`config.mk`:
```
export PLATFORM = sky130hd
export DESIGN_NAME = pipe_csa_adder
export DESIGN_NICKNAME = d
export VERILOG_FILES = /design/src/rtl/csa_pkg.sv /design/src/rtl/csa_ripple_seg.sv /design/src/rtl/csa_select_stage.sv /design/src/rtl/csa_flag_stage.sv /design/src/rtl/pipe_csa_adder.sv
export SDC_FILE = /design/constraint.sdc
export NUM_CORES = 1
export LEC_CHECK = 0
export ABC_AREA = 1
export BUFFER_PORTS_ARGS = -buffer_cell sky130_fd_sc_hd__buf_4
export CORE_MARGIN = 5
export CORE_UTILIZATION = 58
export DETAILED_ROUTE_END_ITERATION = 6
export PLACE_DENSITY = 0.83
export SYNTH_ARGS = -nofsm -noshare
export SYNTH_HDL_FRONTEND = slang
export SYNTH_SLANG_ARGS = --single-unit
```
`constraint.sdc`:
```
create_clock -name clk -period 2.5 [get_ports clk]
set_input_delay 0.5 -clock clk [delete_from_list [all_inputs] [get_ports clk]]
set_output_delay 0.5 -clock clk [all_outputs]
set_load 0.01 [all_outputs]
```
`src/rtl/csa_pkg.sv`:
```
`timescale 1ns/1ps
package csa_pkg;

    // Number of carry assumptions evaluated for each upper segment.
    localparam int unsigned CSA_ALTS = 2;

    // One-bit full adder: returns {carry_out, sum}.
    function automatic logic [1:0] csa_fa(input logic x, input logic y, input logic ci);
        logic s;
        logic co;
        s  = x ^ y ^ ci;
        co = (x & y) | (x & ci) | (y & ci);
        return {co, s};
    endfunction

endpackage

```
`src/rtl/csa_ripple_seg.sv`:
```
`timescale 1ns/1ps
module csa_ripple_seg #(
    parameter int unsigned W = 8
) (
    input  logic [W-1:0] seg_a,
    input  logic [W-1:0] seg_b,
    input  logic         seg_ci,
    output logic [W-1:0] seg_sum,
    output logic         seg_co
);
    import csa_pkg::*;

    // Plain ripple chain; the FPGA maps this onto its dedicated carry logic.
    always_comb begin
        logic       carry;
        logic [1:0] fa;
        carry   = seg_ci;
        seg_sum = '0;
        for (int i = 0; i < int'(W); i++) begin
            fa         = csa_fa(seg_a[i], seg_b[i], carry);
            seg_sum[i] = fa[0];
            carry      = fa[1];
        end
        seg_co = carry;
    end

endmodule

```
`src/rtl/csa_select_stage.sv`:
```
`timescale 1ns/1ps
module csa_select_stage #(
    parameter int unsigned WIDTH = 32,
    parameter int unsigned SEG_W = 8,
    localparam int unsigned NSEG = WIDTH / SEG_W,
    localparam int unsigned NHI  = NSEG - 1
) (
    input  logic                                clk,
    input  logic                                rst_n,
    input  logic                                i_valid,
    input  logic [SEG_W-1:0]                    i_lo_sum,
    input  logic                                i_lo_co,
    input  logic [NHI-1:0][1:0][SEG_W-1:0]      i_hi_sum,
    input  logic [NHI-1:0][1:0]                 i_hi_co,
    input  logic                                i_a_msb,
    input  logic                                i_b_msb,
    output logic                                o_valid,
    output logic [WIDTH-1:0]                    o_sum,
    output logic                                o_co,
    output logic                                o_a_msb,
    output logic                                o_b_msb
);

    typedef struct packed {
        logic             valid;
        logic [WIDTH-1:0] sum;
        logic             co;
        logic             a_msb;
        logic             b_msb;
    } sel_t;

    sel_t sel_d, sel_q;

    // Resolve the carry into each upper segment and keep the matching result.
    always_comb begin
        logic carry;
        sel_d       = '0;
        sel_d.valid = i_valid;
        sel_d.a_msb = i_a_msb;
        sel_d.b_msb = i_b_msb;
        sel_d.sum[SEG_W-1:0] = i_lo_sum;
        carry = i_lo_co;
        for (int h = 0; h < int'(NHI); h++) begin
            sel_d.sum[(h+1)*SEG_W +: SEG_W] = i_hi_sum[h][carry];
            carry = i_hi_co[h][carry];
        end
        sel_d.co = carry;
    end

    always_ff @(posedge clk or negedge rst_n) begin
        if (!rst_n) begin
            sel_q <= '0;
        end else begin
            sel_q <= sel_d;
        end
    end

    assign o_valid = sel_q.valid;
    assign o_sum   = sel_q.sum;
    assign o_co    = sel_q.co;
    assign o_a_msb = sel_q.a_msb;
    assign o_b_msb = sel_q.b_msb;

    AST_SEL_VALID_FOLLOWS: assert property (@(posedge clk) disable iff (!rst_n)
        o_valid == $past(i_valid)) else $error("select stage lost or invented an item");

endmodule

```
`src/rtl/csa_flag_stage.sv`:
```
`timescale 1ns/1ps
module csa_flag_stage #(
    parameter int unsigned WIDTH = 32
) (
    input  logic             clk,
    input  logic             rst_n,
    input  logic             i_valid,
    input  logic [WIDTH-1:0] i_sum,
    input  logic             i_co,
    input  logic             i_a_msb,
    input  logic             i_b_msb,
    output logic             o_valid,
    output logic [WIDTH-1:0] o_sum,
    output logic             o_n,
    output logic             o_z,
    output logic             o_c,
    output logic             o_v
);
    import csa_pkg::*;

    typedef struct packed {
        logic             valid;
        logic [WIDTH-1:0] sum;
        logic             n;
        logic             z;
        logic             c;
        logic             v;
    } res_t;

    res_t res_d, res_q;

    always_comb begin
        logic c_into_msb;
        // The sum bit at the MSB is a ^ b ^ carry-in, so the carry-in can be recovered.
        c_into_msb  = i_a_msb ^ i_b_msb ^ i_sum[WIDTH-1];
        res_d       = '0;
        res_d.valid = i_valid;
        res_d.sum   = i_sum;
        res_d.n     = i_sum[WIDTH-1];
        res_d.z     = ~|i_sum;
        res_d.c     = i_co;
        res_d.v     = c_into_msb ^ i_co;
    end

    always_ff @(posedge clk or negedge rst_n) begin
        if (!rst_n) begin
            res_q <= '0;
        end else begin
            res_q <= res_d;
        end
    end

    assign o_valid = res_q.valid;
    assign o_sum   = res_q.sum;
    assign o_n     = res_q.n;
    assign o_z     = res_q.z;
    assign o_c     = res_q.c;
    assign o_v     = res_q.v;

    AST_NEG_FLAG: assert property (@(posedge clk) disable iff (!rst_n)
        o_valid |-> (o_n == o_sum[WIDTH-1])) else $error("negative flag disagrees with sum");
    AST_ZERO_FLAG: assert property (@(posedge clk) disable iff (!rst_n)
        o_valid |-> (o_z == (o_sum == '0))) else $error("zero flag disagrees with sum");
    AST_FLAG_VALID_FOLLOWS: assert property (@(posedge clk) disable iff (!rst_n)
        o_valid == $past(i_valid)) else $error("flag stage lost or invented an item");

endmodule

```
`src/rtl/pipe_csa_adder.sv`:
```
`timescale 1ns/1ps
module pipe_csa_adder #(
    parameter int unsigned WIDTH = 32,
    parameter int unsigned SEG_W = 8
) (
    input  logic             clk,
    input  logic             rst_n,
    input  logic             in_valid,
    input  logic [WIDTH-1:0] in_a,
    input  logic [WIDTH-1:0] in_b,
    input  logic             in_cin,
    input  logic             in_sub,
    output logic             out_valid,
    output logic [WIDTH-1:0] out_sum,
    output logic             out_n,
    output logic             out_z,
    output logic             out_c,
    output logic             out_v
);
    import csa_pkg::*;

    localparam int unsigned NSEG = WIDTH / SEG_W;
    localparam int unsigned NHI  = NSEG - 1;

    typedef struct packed {
        logic                                valid;
        logic [SEG_W-1:0]                    lo_sum;
        logic                                lo_co;
        logic [NHI-1:0][CSA_ALTS-1:0][SEG_W-1:0] hi_sum;
        logic [NHI-1:0][CSA_ALTS-1:0]        hi_co;
        logic                                a_msb;
        logic                                b_msb;
    } seg_t;

    seg_t s1_d, s1_q;

    logic [WIDTH-1:0] b_eff;
    logic             c_first;
    logic [SEG_W-1:0] lo_sum_w;
    logic             lo_co_w;
    logic [NHI-1:0][CSA_ALTS-1:0][SEG_W-1:0] hi_sum_w;
    logic [NHI-1:0][CSA_ALTS-1:0]            hi_co_w;

    // Subtraction is a + ~b + 1; the external carry-in is overridden.
    always_comb begin
        b_eff   = in_sub ? ~in_b : in_b;
        c_first = in_sub | in_cin;
    end

    csa_ripple_seg #(.W(SEG_W)) u_seg_lo (
        .seg_a   (in_a[SEG_W-1:0]),
        .seg_b   (b_eff[SEG_W-1:0]),
        .seg_ci  (c_first),
        .seg_sum (lo_sum_w),
        .seg_co  (lo_co_w)
    );

    for (genvar h = 0; h < int'(NHI); h++) begin : g_hi
        for (genvar k = 0; k < int'(CSA_ALTS); k++) begin : g_alt
            csa_ripple_seg #(.W(SEG_W)) u_seg (
                .seg_a   (in_a[(h+1)*SEG_W +: SEG_W]),
                .seg_b   (b_eff[(h+1)*SEG_W +: SEG_W]),
                .seg_ci  ((k == 1) ? 1'b1 : 1'b0),
                .seg_sum (hi_sum_w[h][k]),
                .seg_co  (hi_co_w[h][k])
            );
        end
    end

    always_comb begin
        s1_d        = '0;
        s1_d.valid  = in_valid;
        s1_d.lo_sum = lo_sum_w;
        s1_d.lo_co  = lo_co_w;
        s1_d.hi_sum = hi_sum_w;
        s1_d.hi_co  = hi_co_w;
        s1_d.a_msb  = in_a[WIDTH-1];
        s1_d.b_msb  = b_eff[WIDTH-1];
    end

    always_ff @(posedge clk or negedge rst_n) begin
        if (!rst_n) begin
            s1_q <= '0;
        end else begin
            s1_q <= s1_d;
        end
    end

    logic             s2_valid;
    logic [WIDTH-1:0] s2_sum;
    logic             s2_co;
    logic             s2_a_msb;
    logic             s2_b_msb;

    csa_select_stage #(.WIDTH(WIDTH), .SEG_W(SEG_W)) u_select (
        .clk      (clk),
        .rst_n    (rst_n),
        .i_valid  (s1_q.valid),
        .i_lo_sum (s1_q.lo_sum),
        .i_lo_co  (s1_q.lo_co),
        .i_hi_sum (s1_q.hi_sum),
        .i_hi_co  (s1_q.hi_co),
        .i_a_msb  (s1_q.a_msb),
        .i_b_msb  (s1_q.b_msb),
        .o_valid  (s2_valid),
        .o_sum    (s2_sum),
        .o_co     (s2_co),
        .o_a_msb  (s2_a_msb),
        .o_b_msb  (s2_b_msb)
    );

    csa_flag_stage #(.WIDTH(WIDTH)) u_flags (
        .clk     (clk),
        .rst_n   (rst_n),
        .i_valid (s2_valid),
        .i_sum   (s2_sum),
        .i_co    (s2_co),
        .i_a_msb (s2_a_msb),
        .i_b_msb (s2_b_msb),
        .o_valid (out_valid),
        .o_sum   (out_sum),
        .o_n     (out_n),
        .o_z     (out_z),
        .o_c     (out_c),
        .o_v     (out_v)
    );

    // End-to-end checks against a plain wide addition of the operands seen three edges back.
    AST_LATENCY: assert property (@(posedge clk) disable iff (!rst_n)
        out_valid |-> $past(in_valid, 3)) else $error("result without a matching operation");
    AST_ADD_RESULT: assert property (@(posedge clk) disable iff (!rst_n)
        (out_valid && !$past(in_sub, 3)) |->
        ({out_c, out_sum} == ({1'b0, $past(in_a, 3)} + {1'b0, $past(in_b, 3)} + (WIDTH+1)'($past(in_cin, 3)))))
        else $error("addition result wrong");
    AST_SUB_RESULT: assert property (@(posedge clk) disable iff (!rst_n)
        (out_valid && $past(in_sub, 3)) |->
        ({out_c, out_sum} == ({1'b0, $past(in_a, 3)} + {1'b0, ~$past(in_b, 3)} + (WIDTH+1)'(1))))
        else $error("subtraction result wrong");
    AST_OVF_FLAG: assert property (@(posedge clk) disable iff (!rst_n)
        out_valid |-> (out_v == (($past(in_a[WIDTH-1], 3) == $past(b_eff[WIDTH-1], 3)) &&
                                 (out_sum[WIDTH-1] != $past(in_a[WIDTH-1], 3)))))
        else $error("overflow flag wrong");

endmodule

```
==> results.txt <==
The run finished, with violations left. The clock passes through at most 2 buffers. Setup violations remaining at the end of the flow were counted as 27.

The clock net in this run drives a total of 138 sinks. The number of levels the H-tree was split into was 4. The routed design has 11280 µm of wire. The logs give 0 for the max-slew violation count and 0.4580 mV for the peak supply drop.

For the worst flop-to-flop path, the logic depth is 5. For the worst setup path, the data required time is 2870 ps. The number of cell rows was 36. Yosys attributes the largest share of cell area to sky130_fd_sc_hd__dfrtp_1, sky130_fd_sc_hd__fa_1, sky130_fd_sc_hd__inv_1, sky130_fd_sc_hd__nand2_1, sky130_fd_sc_hd__xnor2_1.

Once the floorplan was initialized, standard cells occupied 59.22% of the core. STA puts the critical path data arrival time at 3650 ps. Detail-routed net length per standard cell: 15.90 µm.

Detailed-routing iteration count for the pre-antenna-repair pass: 5. The post-CTS clock slew at the launch and capture registers of the worst setup and hold paths is 60 ps. The run gives 18840 µm as the wire length of the first global-routing pass. After the first detailed-routing iteration, the DRC count stood at 136.

The final reports fail on setup timing. The total area inside the core boundary comes to 9729 µm². The netlist uses 20 different library cells. In this run the cell area measured after placement is 6874 µm². The layout overhead on the synthesized area works out to 32.36%. Hold path endpoint: s1_q[65].

The final route contains 3360 vias. For this design the ratio of total power to cell area is 936.2 nW/µm². The largest single stage delay on the critical path is 400 ps. The finished cells cover 7626 µm². The final critical-path setup slack was -774.9 ps. Dividing the synthesized area by the synthesized cell count gives 13.28 µm².

The tools report the number of buffers inserted during clock tree synthesis as 17. Type of element capturing the critical path: a flip-flop. For the post-synthesis instance total, the log shows 434. For this run, the number of Yosys warnings is 0. The sequential cells in the finished layout cover a total of 3453 µm². Pin placement for this block handled 106 I/O pins.

The met2 layer wire length in the routed design is 5899 µm, and the overall overflow remaining after global route is 0. In this run the tightest slew margin relative to its limit is 64.11%. In this run the critical register-to-register path is captured at u_select.o_sum[25]. Of the post-synthesis cell area, the dominant cell type holds 59.93%. TritonCTS built the clock tree.

Global routing used 21.30% of the available tracks across all layers. The tools report the leakage power as 0.003687 µW. The path class of the tightest hold or removal check is input pin to flip-flop.

The actual transition at the worst max-transition pin works out to 538.3 ps. The critical-path maximum fanout is 7, and the share of cells above drive strength 1 is 41.15%. The category of the worst setup path launch point was an input pin.

The worst register-to-register path begins at s1_q[56]. Once detail routing completed, the nets flagged for antenna violations numbered 0. The critical path goes through buf_12 -> buf_12 -> buf_12 -> xor2_4 -> fa_2 -> fa_2 -> inv_2 -> fa_2 -> fa_2 -> fa_2 -> fa_2 -> fa_2 -> inv_2 -> fa_1. The highest metal layer with signal wires is met4.

For the synthesized net count, the log shows 559. The number of stages on the worst hold path came out at 1. Post-synthesis instance area: 5762 µm².

Static timing analysis puts the maximum clock frequency at 305.4 MHz. Between clock sinks in the finished design, the worst skew comes to 6.356 ps. After detailed routing, the number of vias per cell comes to 4.739. 0 antenna diodes ended up in the layout. From bottom edge to top edge, the die measures 109.7 µm. The tools report the global placer's final weighted congestion as 0.7995. The number of global-route vias before repair came out at 3813. Measured along the x axis, the die boundary spans 109.7 µm. Entering global routing, the biggest net connects 58 pins. Clock latency on the worst-skew pair, taken at its later pin, is 500 ps. The layout has 542 filler cells. The register area share after synthesis is 59.93%. Summed over all nets, the half-perimeter wirelength after detailed placement is 8005 µm. Of all cell types, the one taking the most synthesized area is sky130_fd_sc_hd__dfrtp_1. The length of routed wiring on met1 is 4546 µm. The run gives 0 as the number of antenna violations at the first check in global routing. For this run, design rule violations remaining after detail routing come to 0. The tree is rooted in a sky130_fd_sc_hd__clkbuf_8.

In this run the tool buffered the top-level ports with 105 buffer cells. The run gives 940 ps as the reg-to-reg setup timing slack. The clock period minus final worst setup slack is 3275 ps, and the length of routed met3 wiring is 590 µm. The startpoint identified for the worst hold timing path is in_valid. Start-to-end type of the worst setup path: input pin to flip-flop. Excluding fillers, the count of instances in the completed layout stands at 709.

The area of the multi-input gates is 2153 µm², and the die footprint is 12030 µm². The most repeated library cell on the critical path is sky130_fd_sc_hd__fa_2. The total placed cells including tap cells was 671.

Number of nets at the end of the flow: 688. Of the available clock period, the critical path in the final layout requires 131.0%. The tool flagged a number of max-cap violations equal to 0. The slowest stage of the critical path belongs to the cell sky130_fd_sc_hd__fa_1. The number of synthesized register bits is 138, and the final count of hold timing violations is 0. Setup repair after global routing could not meet its margin everywhere.
-- cells by family (layout without fill, tap and decap cells) --
family	after synthesis	after routing	synth area share, %
xor+xnor	35	35	5.320
fa+ha+maj	56	56	18.68
buf+inv	91	233	6.884
flops	138	138	59.93
simple gates	114	114	9.186
-- per-layer routing --
metal | vias to the layer above | global-route usage [%]
met5 | - | 0
met4 | 0 | 8.370
met3 | 22 | 5.285
met2 | 117 | 34.70
met1 | 1701 | 27.90
li1 | 1520 | -
-- synthesized netlist by cell type --
library cell,n
sky130_fd_sc_hd__ha_1,6
sky130_fd_sc_hd__dfrtp_1,138
sky130_fd_sc_hd__nand2_2,2
sky130_fd_sc_hd__fa_1,50
sky130_fd_sc_hd__buf_2,1
sky130_fd_sc_hd__nand3b_4,1
sky130_fd_sc_hd__nand3_4,1
sky130_fd_sc_hd__nor2_1,21
sky130_fd_sc_hd__nand2_4,2
sky130_fd_sc_hd__inv_1,82
sky130_fd_sc_hd__inv_8,1
sky130_fd_sc_hd__buf_6,2
sky130_fd_sc_hd__buf_4,4
sky130_fd_sc_hd__or2_2,1
sky130_fd_sc_hd__xor2_1,10
sky130_fd_sc_hd__nand3_1,26
sky130_fd_sc_hd__nand2_8,1
sky130_fd_sc_hd__nand2_1,59
sky130_fd_sc_hd__buf_12,1
sky130_fd_sc_hd__xnor2_1,25
-- report_power, final --
part	internal, µW	switching (µW)
Sequential	2880	293
Combinational	745	829
Clock	1480	913
Total	5100	2040
-- through the flow --
step	utilization, %	worst slack (ps)	setup TNS (ps)	power (µW)	hold slack (ps)
2_1_floorplan	-	-1133	-22860	3951	204.4
3_3_place_gp	70.65	-1256	-27670	4586	332.3
3_5_place_dp	70.65	-1429	-30070	4696	336.3
4_1_cts	78.23	-774.4	-11390	7197	73.13
5_1_grt	78.38	-832.6	-12910	7545	71.61
6_report	78.38	-774.9	-11160	7139	98.50
-- repair_timing --
item	in CTS	in global routing
hold buffers	1	0
setup endpoints to repair	28	28
resized for setup	29	7
cloned	0	0
pin swaps	10	9
buffers inserted	4	1
endpoints found under the hold margin	55	0
-- flip-flops by register name, indices dropped and copies added, names as in the netlist --
name and count:
u_flags.o_v 1, u_select.o_sum 32, u_flags.o_sum 31, u_select.o_co 1, u_flags.o_c 1, u_flags.o_n 1
s1_q 66, u_select.o_valid 1, u_flags.o_valid 1, u_select.o_a_msb 1, u_flags.o_z 1, u_select.o_b_msb 1
-- worst max path at each step --
| stage | slack [ps] | endpoint | startpoint |
|---|---|---|---|
| 6_report | -770 | s1_q[64] | in_sub |
| 3_5_place_dp | -1430 | s1_q[15] | in_sub |
| 5_1_grt | -830 | s1_q[15] | in_sub |
| 2_1_floorplan | -1130 | s1_q[15] | in_sub |
| 3_3_place_gp | -1260 | s1_q[15] | in_sub |
| 4_1_cts | -770 | s1_q[47] | in_sub |
-- cells in the final DEF (no fill, tap or decap), types with 2 or more instances in the layout --
master                       netlist  layout
sky130_fd_sc_hd__buf_6             2       3
sky130_fd_sc_hd__clkbuf_16         0      16
sky130_fd_sc_hd__nor2_1           21      21
sky130_fd_sc_hd__dfrtp_1         138     138
sky130_fd_sc_hd__buf_12            1       4
sky130_fd_sc_hd__buf_4             4     110
sky130_fd_sc_hd__ha_2              0       5
sky130_fd_sc_hd__inv_6             0       3
sky130_fd_sc_hd__bufinv_16         0       2
sky130_fd_sc_hd__nand3_1          26      26
sky130_fd_sc_hd__nand2_4           2       2
sky130_fd_sc_hd__clkbuf_8          0       3
sky130_fd_sc_hd__nand2_2           2       2
sky130_fd_sc_hd__fa_1             50       5
sky130_fd_sc_hd__fa_2              0      45
sky130_fd_sc_hd__nand2_1          59      59
sky130_fd_sc_hd__clkinv_2          0       2
sky130_fd_sc_hd__xor2_1           10       6
sky130_fd_sc_hd__inv_1            82      60
sky130_fd_sc_hd__xor2_4            0       4
sky130_fd_sc_hd__clkinvlp_4        0       5
sky130_fd_sc_hd__inv_2             0      22
sky130_fd_sc_hd__xnor2_1          25      23
-- layout make-up --
| type | count | share of cell area, % |
|---|---|---|
| tap | 133 | 2.182 |
| multi-input combinational | 205 | 28.24 |
| clock inverter | 13 | 1.870 |
| timing repair buffer | 118 | 12.45 |
| inverter | 83 | 4.184 |
| clock buffer | 19 | 5.792 |
| sequential | 138 | 45.28 |
-- critical path, delay by kind of cell --
family	cells	cell delay, ps
fa+ha+maj	8	2530
buf+inv	5	490
xor+xnor	1	120
No activity file was read; power rests on OpenSTA's default activity.
